$ cat src/rtl/rc_pkg.sv
package rc_pkg;
  typedef enum logic [1:0] {
    RC_HALT  = 2'd0,
    RC_FETCH = 2'd1,
    RC_RUN   = 2'd2
  } rc_state_e;

  localparam int unsigned RC_CFG_W = 3;
  localparam int unsigned RC_SIDES = 2;
endpackage

$ cat src/rtl/rc_fetch_timer.sv
module rc_fetch_timer #(
  parameter int unsigned CYCLES = 4
) (
  input  logic clk,
  input  logic rst_n,
  input  logic start,
  input  logic abort,
  output logic busy,
  output logic done
);
  localparam int unsigned CW = (CYCLES < 2) ? 1 : $clog2(CYCLES);
  localparam logic [CW-1:0] LAST = CW'(CYCLES - 1);

  logic [CW-1:0] cnt_q;

  assign done = busy && (cnt_q == LAST) && !start && !abort;

  always_ff @(posedge clk or negedge rst_n) begin
    if (!rst_n) begin
      busy  <= 1'b0;
      cnt_q <= '0;
    end else if (abort) begin
      busy  <= 1'b0;
      cnt_q <= '0;
    end else if (start) begin
      busy  <= 1'b1;
      cnt_q <= '0;
    end else if (done) begin
      busy  <= 1'b0;
      cnt_q <= '0;
    end else if (busy) begin
      cnt_q <= cnt_q + 1'b1;
    end
  end

  a_r3_cnt_bound: assert property (@(posedge clk) disable iff (!rst_n)
    busy |-> (cnt_q <= LAST));
  a_r3_done_ends: assert property (@(posedge clk) disable iff (!rst_n)
    done |=> !busy);
endmodule

$ cat src/rtl/rc_side.sv
module rc_side (
  input  logic clk,
  input  logic rst_n,
  input  logic force_off,
  input  logic kill,
  input  logic clear_dead,
  input  logic load_on,
  input  logic dis,
  output logic on
);
  logic dead_q;

  always_ff @(posedge clk or negedge rst_n) begin
    if (!rst_n) begin
      on     <= 1'b0;
      dead_q <= 1'b0;
    end else begin
      if (clear_dead)  dead_q <= 1'b0;
      else if (kill)   dead_q <= 1'b1;

      if (force_off)    on <= 1'b0;
      else if (kill)    on <= 1'b0;
      else if (load_on) on <= !dis && (clear_dead || !dead_q);
    end
  end

  a_r7_dead_off: assert property (@(posedge clk) disable iff (!rst_n)
    dead_q |-> !on);
  a_r6_kill_off: assert property (@(posedge clk) disable iff (!rst_n)
    kill |=> !on);
endmodule

$ cat src/rtl/net_runctl.sv
module net_runctl #(
  parameter int unsigned FETCH_CYCLES = 4
) (
  input  logic       clk,
  input  logic       rst_n,
  input  logic       cmd_we,
  input  logic       cmd_stop,
  input  logic       cmd_init,
  input  logic       cmd_strt,
  input  logic       cfg_we,
  input  logic [2:0] cfg_wdata,
  input  logic       mode_dtx,
  input  logic       mode_drx,
  input  logic       err_mem,
  input  logic       err_uflo,
  input  logic       err_tbuf,
  output logic       stopped,
  output logic       init_done,
  output logic       txon,
  output logic       rxon,
  output logic       ring_rst,
  output logic       ptr_unsafe,
  output logic [2:0] cfg_q
);
  import rc_pkg::*;

  rc_state_e state_q;
  logic do_stop, do_init, do_strt, fetch_done, fetch_busy, running;
  logic [RC_SIDES-1:0] dis_q, kill, side_on, dis_sel;
  logic [RC_CFG_W-1:0] cfg_r;

  assign do_stop = cmd_we && cmd_stop;
  assign do_init = cmd_we && cmd_init && !cmd_stop;
  assign do_strt = cmd_we && cmd_strt && !cmd_stop && !cmd_init && (state_q == RC_HALT);
  assign running = (state_q == RC_RUN);

  rc_fetch_timer #(.CYCLES(FETCH_CYCLES)) u_fetch (
    .clk   (clk),
    .rst_n (rst_n),
    .start (do_init),
    .abort (do_stop),
    .busy  (fetch_busy),
    .done  (fetch_done)
  );

  always_ff @(posedge clk or negedge rst_n) begin
    if (!rst_n) begin
      state_q    <= RC_HALT;
      ring_rst   <= 1'b0;
      init_done  <= 1'b0;
      ptr_unsafe <= 1'b0;
      dis_q      <= '1;
      cfg_r      <= '0;
    end else begin
      ring_rst <= do_init;
      if (do_stop) begin
        state_q   <= RC_HALT;
        init_done <= 1'b0;
        cfg_r     <= '0;
      end else begin
        if (cfg_we && state_q == RC_HALT) cfg_r <= cfg_wdata;
        if (do_init) begin
          state_q   <= RC_FETCH;
          init_done <= 1'b0;
        end else if (fetch_done) begin
          state_q    <= RC_RUN;
          init_done  <= 1'b1;
          ptr_unsafe <= 1'b0;
          dis_q      <= {mode_drx, mode_dtx};
        end else if (do_strt) begin
          state_q    <= RC_RUN;
          ptr_unsafe <= 1'b1;
        end
      end
    end
  end

  // side 0 = transmitter, side 1 = receiver
  assign kill[0] = running && (err_mem || err_uflo || err_tbuf);
  assign kill[1] = running && err_mem;
  assign dis_sel = fetch_done ? {mode_drx, mode_dtx} : dis_q;

  for (genvar g = 0; g < RC_SIDES; g++) begin : g_side
    rc_side u_side (
      .clk        (clk),
      .rst_n      (rst_n),
      .force_off  (do_stop || do_init),
      .kill       (kill[g]),
      .clear_dead (fetch_done),
      .load_on    (fetch_done || do_strt),
      .dis        (dis_sel[g]),
      .on         (side_on[g])
    );
  end

  assign txon    = side_on[0];
  assign rxon    = side_on[1];
  assign stopped = (state_q == RC_HALT);
  assign cfg_q   = cfg_r;

  a_r2_stop_clears: assert property (@(posedge clk) disable iff (!rst_n)
    do_stop |=> (stopped && !txon && !rxon && cfg_q == '0 && !ring_rst));
  a_r3_pulse_one: assert property (@(posedge clk) disable iff (!rst_n)
    ring_rst |=> !ring_rst);
  a_r8_strt_no_rst: assert property (@(posedge clk) disable iff (!rst_n)
    do_strt |=> (!ring_rst && ptr_unsafe && !stopped));
  a_r4_on_in_run: assert property (@(posedge clk) disable iff (!rst_n)
    (txon || rxon) |-> running);
  a_r5_cfg_locked: assert property (@(posedge clk) disable iff (!rst_n)
    (!stopped && !do_stop) |=> $stable(cfg_q));
  a_r10_init_offs: assert property (@(posedge clk) disable iff (!rst_n)
    do_init |=> (!txon && !rxon && !init_done && fetch_busy));
endmodule

$ cat config.mk
export PLATFORM = sky130hd
export DESIGN_NAME = net_runctl
export DESIGN_NICKNAME = d
export VERILOG_FILES = /design/src/rtl/rc_pkg.sv /design/src/rtl/rc_fetch_timer.sv /design/src/rtl/rc_side.sv /design/src/rtl/net_runctl.sv
export SDC_FILE = /design/constraint.sdc
export NUM_CORES = 1
export LEC_CHECK = 0
export ABC_AREA = 1
export BUFFER_PORTS_ARGS = -buffer_cell sky130_fd_sc_hd__clkbuf_2
export CAP_MARGIN = 20
export CORE_AREA = 2 2 48 50
export CTS_CLUSTER_SIZE = 8
export DETAILED_ROUTE_END_ITERATION = 6
export DIE_AREA = 0 0 50 52
export PLACE_DENSITY = 0.62
export SKIP_CTS_REPAIR_TIMING = 1
export SLEW_MARGIN = 15
export SYNTH_ARGS = -nofsm -noshare
export SYNTH_HDL_FRONTEND = slang
export SYNTH_SLANG_ARGS = --single-unit
$ cat constraint.sdc
create_clock -name clk -period 1.4 [get_ports clk]
set_input_delay 0.14 -clock clk [delete_from_list [all_inputs] [get_ports clk]]
set_output_delay 0.14 -clock clk [all_outputs]
set_load 0.01 [all_outputs]
==> results.toml, run 1 <==
[logic_synthesis]
ys_seq_elements = 17
synth_nets = 110
syn_avg_cell_area_um2 = 8.31
synth.distinct_cells = 15
ys_warn_count = 0
netlist_area_um2 = 781
ys_seq_area_share_pct = 54.8
synth_cells = 94

[die]
start_util_pct = 37.1
pin_count = 24
rows = 17
fp.dieW_um = 50
core_um2 = 2110
die-height_um = 52
die_area_um2 = 2600

[layout]
nNetsFinal = 141
n_antenna_cell = 0
syn2layout_area_growth_pct = 27.9
drive_above_1_share_pct = 29.0
multi_input_area_um2 = 289
nFillCells = 206
seq_area_um2 = 428
postLayoutCellArea_um2 = 998

[worst_setup_path]
required_ns = 1.63
crit_type = "flip-flop to flip-flop"
cpMaxStageDelayCell = "dfrtp_1"
crit_arrival_ns = 1.56
crit_buf_inv = 2
endpoint_kind = "flip-flop"
slowest_delay_ns = 0.38
crit_path_cell_trace = "ha_1 > nand2_1 > inv_1 > nand2_4 > buf_4 > a21oi_1 > nand3_1 > nand2_1"
cp_max_fo = 7
startpoint_type = "flip-flop"
critPathTopFamily = "flip-flops"
cp_common_cell = "nand2_1"

[sta]
fin_setup_tns_ns = 0
fin_crit_sh_pct = 95.0
period_minus_slack_ns = 1.33
max_freq_mhz = 752
worst_slew_pin_slew_ns = 0.409
setup_viol = 0
fin_skew_ns = 0.00170
drv_slew = 0
hold_slack_ns = 0.0710
slew_headroom_pct = 72.7
final-hold-violation-count = 0

[global_route]
first_global_vias = 575
grt_pass1_wl_um = 2420
grt_start_max_net_pins = 18
grt-ovfl-total = 0
antenna_found_initial = 0
track_usage_pct = 12.4

[cts]
clk_path_buf_depth = 2
cts_inserted_buffers = 3
clk_pin_slew_worst_paths_ns = 0.10
cts_sinks = 17
cts_tree = "built"
cts_root_buf = "clkbuf_4"
h-tree-depth = 1
clkLatencyLatePin_ns = 0.28

[drt]
viasPerCell = 4.51
dr.pass1.iters = 5
dr_total_vias = 685
wirelength_um = 1500
drt_iter0_markers = 15
drc_errors = 0
ant_nets = 0
wl_per_cell_um = 9.89

[placed_design]
dpl.hpwl_um = 1170
placed_cell_area_um2 = 938
gp_congestion = 0.852
numPortBuffers = 23

[power_and_ir_drop]
ir_worst_vdd_mv = 0.643
power_density_nw_per_um2 = 1060
power.leakage_uw = 0.000603

[worst_hold_path]
hold_class = "input pin to flip-flop"

[run_status]
status = "complete, no violations"

[flow_run]
maxCapViolCount = 0
## cells in the final DEF (no fill, tap or decap), drive strengths merged, types with 2 or more instances in the layout
master	Yosys	layout
nor2	10	10
buf	0	2
nand2	22	22
clkbuf	0	26
nand3	7	7
inv	21	21
nand3b	2	2
dfstp	2	2
dfrtp	15	15
o21ai	9	9
a21oi	3	3
## cell usage after synthesis
cell type,count,area share [%]
nand2_4,1,1.4
ha_1,1,1.6
nor2_1,10,4.8
inv_2,1,0.48
o21ai_4,1,2.1
nand2_1,21,10
dfrtp_1,15,48
dfstp_2,2,6.7
inv_1,20,9.6
a21oi_1,3,1.9
nand3b_1,2,1.9
nand3_1,7,4.5
or2_1,1,0.80
nand4_1,1,0.80
o21ai_0,8,5.1
## routing by layer
metal  track usage (%)  vias up  routed length [um]
li1                  -      352                   -
met1              16.4      303                 645
met2              20.0       30                 747
met3              2.87        0                 111
met4              4.17        0                   0
met5                 0        -                   0
## cell families (layout without fill, tap and decap cells)
logic type,count (synthesis),after routing,synth area share (%)
compound gates,12,12,9.13
fa+ha+maj,1,1,1.60
simple gates,43,43,24.4
buf+inv,21,51,10.1
flops,17,17,54.8
## worst reg2reg max path, stage by stage (launching register included)
cell	delay, ns
dfrtp_1	0.38
ha_1	0.16
nand2_1	0.06
inv_1	0.12
nand2_4	0.10
buf_4	0.16
a21oi_1	0.14
nand3_1	0.09
nand2_1	0.07
## through the flow
step	cells	power, uW	util, %	setup WS (ns)
floorplan	94	715	-	0.183
global placement	146	805	44.6	0.114
detailed placement	146	809	44.6	0.0536
CTS	150	1070	45.9	0.0128
global route	152	1140	47.4	-0.0537
finish	152	1060	47.4	0.0695
## final cells by class
cell class,instances,area share [%]
sequential,17,42.9
multi-input combinational,56,28.9
timing repair buffer,26,14.0
inverter,21,7.89
tap,28,3.51
clock buffer,3,2.26
clock inverter,1,0.501
## worst paths after layout
check                                             start  slack, ns  cells after the start                             endpoint
hold / removal                             cfg_wdata[2]       0.07                      3                 cfg_q[2]$_DFFE_PN0P_
max in group asynchronous                         rst_n       0.78                      2                 dis_q[0]$_DFFE_PN1N_
min in group asynchronous                         rst_n       0.30                      2  g_side[1].u_side.dead_q$_DFFE_PN0P_
hold reg to reg                   init_done$_DFFE_PN0P_       0.50                      2                init_done$_DFFE_PN0P_
setup / recovery           u_fetch.cnt_q[0]$_DFFE_PN0P_       0.07                      8      g_side[1].u_side.on$_DFFE_PN0P_
setup reg to reg           u_fetch.cnt_q[0]$_DFFE_PN0P_       0.07                      8      g_side[1].u_side.on$_DFFE_PN0P_
## report_power, final
part | internal (uW) | total (uW) | leakage (uW) | switching (uW)
registers | 561 | 595 | 0.000210 | 33.9
clock network | 106 | 257 | 0.0000177 | 151
logic | 87.4 | 208 | 0.000374 | 120
total | 755 | 1060 | 0.000603 | 305
## registers in the layout (all words and copies together) (netlist names)
name and flops:
ptr_unsafe 1, u_fetch.busy 1, init_done 1, dis_q 2
cfg_q 3, state_q 2, g_side.u_side.on 2, u_fetch.cnt_q 2
ring_rst 1, g_side.u_side.dead_q 2
No activity file was read; power rests on OpenSTA's default activity.
==> run 2: changes to the inputs <==
CORE_AREA = 2 2 44 46   (was 2 2 48 50)
DIE_AREA = 0 0 46 48   (was 0 0 50 52)
PLACE_DENSITY = 0.72   (was 0.62)
SETUP_SLACK_MARGIN = 0.5   (was not set)
==> results.toml, run 2 (synthesis gave the netlist of run 1 again) <==
[drt]
wl_per_cell_um = 10.5
drc_errors = 0
drt_iter0_markers = 4
viasPerCell = 4.78
dr.pass1.iters = 4
ant_nets = 0
dr_total_vias = 689
wirelength_um = 1510

[sta]
fin_setup_tns_ns = 0
fin_crit_sh_pct = 84.8
setup_viol = 0
worst_slew_pin_slew_ns = 0.415
period_minus_slack_ns = 1.19
max_freq_mhz = 842
rsz0062_at_grt = "yes"
fin_skew_ns = 0.00243
drv_slew = 0
final-hold-violation-count = 0
slew_headroom_pct = 72.3

[layout]
nNetsFinal = 144
nFillCells = 159
n_antenna_cell = 0
syn2layout_area_growth_pct = 34.0
most-common-layout-cells = "clkbuf_2, inv_1, dfrtp_1, nand2_1, nor2_1"
drive_above_1_share_pct = 39.4
largest_register_ffs = 3
finalNonFillerCells = 144
mostFrequentLayoutCell = "clkbuf_2"

[worst_setup_path]
cp_max_fo = 8
crit_type = "flip-flop to flip-flop"
endpoint_kind = "flip-flop"
crit_arrival_ns = 1.38
startpoint_type = "flip-flop"
required_ns = 1.59

[flow_run]
maxCapViolCount = 0

[cts]
cts_sinks = 17
clk_pin_slew_worst_paths_ns = 0.10
cts_inserted_buffers = 3
cts_tree = "built"
clk_path_buf_depth = 2
clkLatencyLatePin_ns = 0.29
cts_root_buf = "clkbuf_4"
h-tree-depth = 1

[global_route]
grt_pass1_wl_um = 2390
track_usage_pct = 15.7
grt_start_max_net_pins = 18
antenna_found_initial = 0
grt-ovfl-total = 0
first_global_vias = 574

[placed_design]
dpl.hpwl_um = 1160
dp.cells = 134
gp_congestion = 0.789
numPortBuffers = 23

[die]
pin_count = 24
start_util_pct = 46.2
core_um2 = 1690
fp.dieW_um = 46
die_area_um2 = 2210
rows = 15
die-height_um = 48

[worst_hold_path]
hold_class = "input pin to flip-flop"

[power_and_ir_drop]
power_density_nw_per_um2 = 1070
ir_worst_vdd_mv = 0.733
power.leakage_uw = 0.000620

[run_status]
status = "complete, no violations"
run 2: area by class of cell:
class | count | area, um^2 | area share (%)
Clock inverter | 1 | 5.00 | 0.478
Timing Repair Buffer | 29 | 169 | 16.1
Sequential cell | 17 | 428 | 40.9
Multi-Input combinational cell | 56 | 322 | 30.7
Clock buffer | 3 | 22.5 | 2.15
Inverter | 21 | 78.8 | 7.54
Tap cell | 17 | 21.3 | 2.03
run 2: worst paths after layout:
path | slack, ns | from | end | cells after the start
min | 0.05 | cfg_wdata[0] | cfg_q[0]$_DFFE_PN0P_ | 3
min in group asynchronous | 0.30 | rst_n | init_done$_DFFE_PN0P_ | 2
min reg2reg | 0.49 | init_done$_DFFE_PN0P_ | init_done$_DFFE_PN0P_ | 2
max reg2reg | 0.21 | u_fetch.cnt_q[1]$_DFFE_PN0P_ | ptr_unsafe$_DFFE_PN0P_ | 7
max | 0.21 | u_fetch.cnt_q[1]$_DFFE_PN0P_ | ptr_unsafe$_DFFE_PN0P_ | 7
max in group asynchronous | 0.78 | rst_n | dis_q[0]$_DFFE_PN1N_ | 2
run 2: per-layer routing:
layer,track usage (%),part of all wire [%],vias to the layer above
met3,3.77,5.0,3
met1,20.0,47,309
met2,25.3,47,20
met5,0,0,-
met4,6.86,1.3,0
li1,-,-,357
run 2: critical path, stage by stage, from the launching register on:
cell and delay (ns):
dfrtp_1 0.40, ha_2 0.19, nand2_2 0.06, inv_2 0.05, nand2_4 0.11, nand2_4 0.08
nor2_1 0.12, nor2_1 0.06
run 2: power breakdown:
group	switching (uW)	internal, uW	leakage (uW)	total, uW
logic	136	119	0.000392	255
clock network	158	106	0.0000177	264
registers	38.5	562	0.000210	600
total	332	787	0.000620	1120
run 2: stage by stage:
step | hold slack [ns] | utilization [%] | power, uW | cell area, um^2 | setup WS (ns)
6_report | 0.0504 | 61.9 | 1120 | 1050 | 0.213
5_1_grt | 0.0631 | 61.9 | 1190 | 1050 | 0.137
4_1_cts | -0.228 | 57.6 | 1080 | 972 | 0.203
3_5_place_dp | 0.0948 | 55.9 | 816 | 945 | 0.228
3_3_place_gp | 0.0928 | 55.9 | 809 | 945 | 0.268
2_1_floorplan | -0.156 | - | 726 | 808 | 0.319
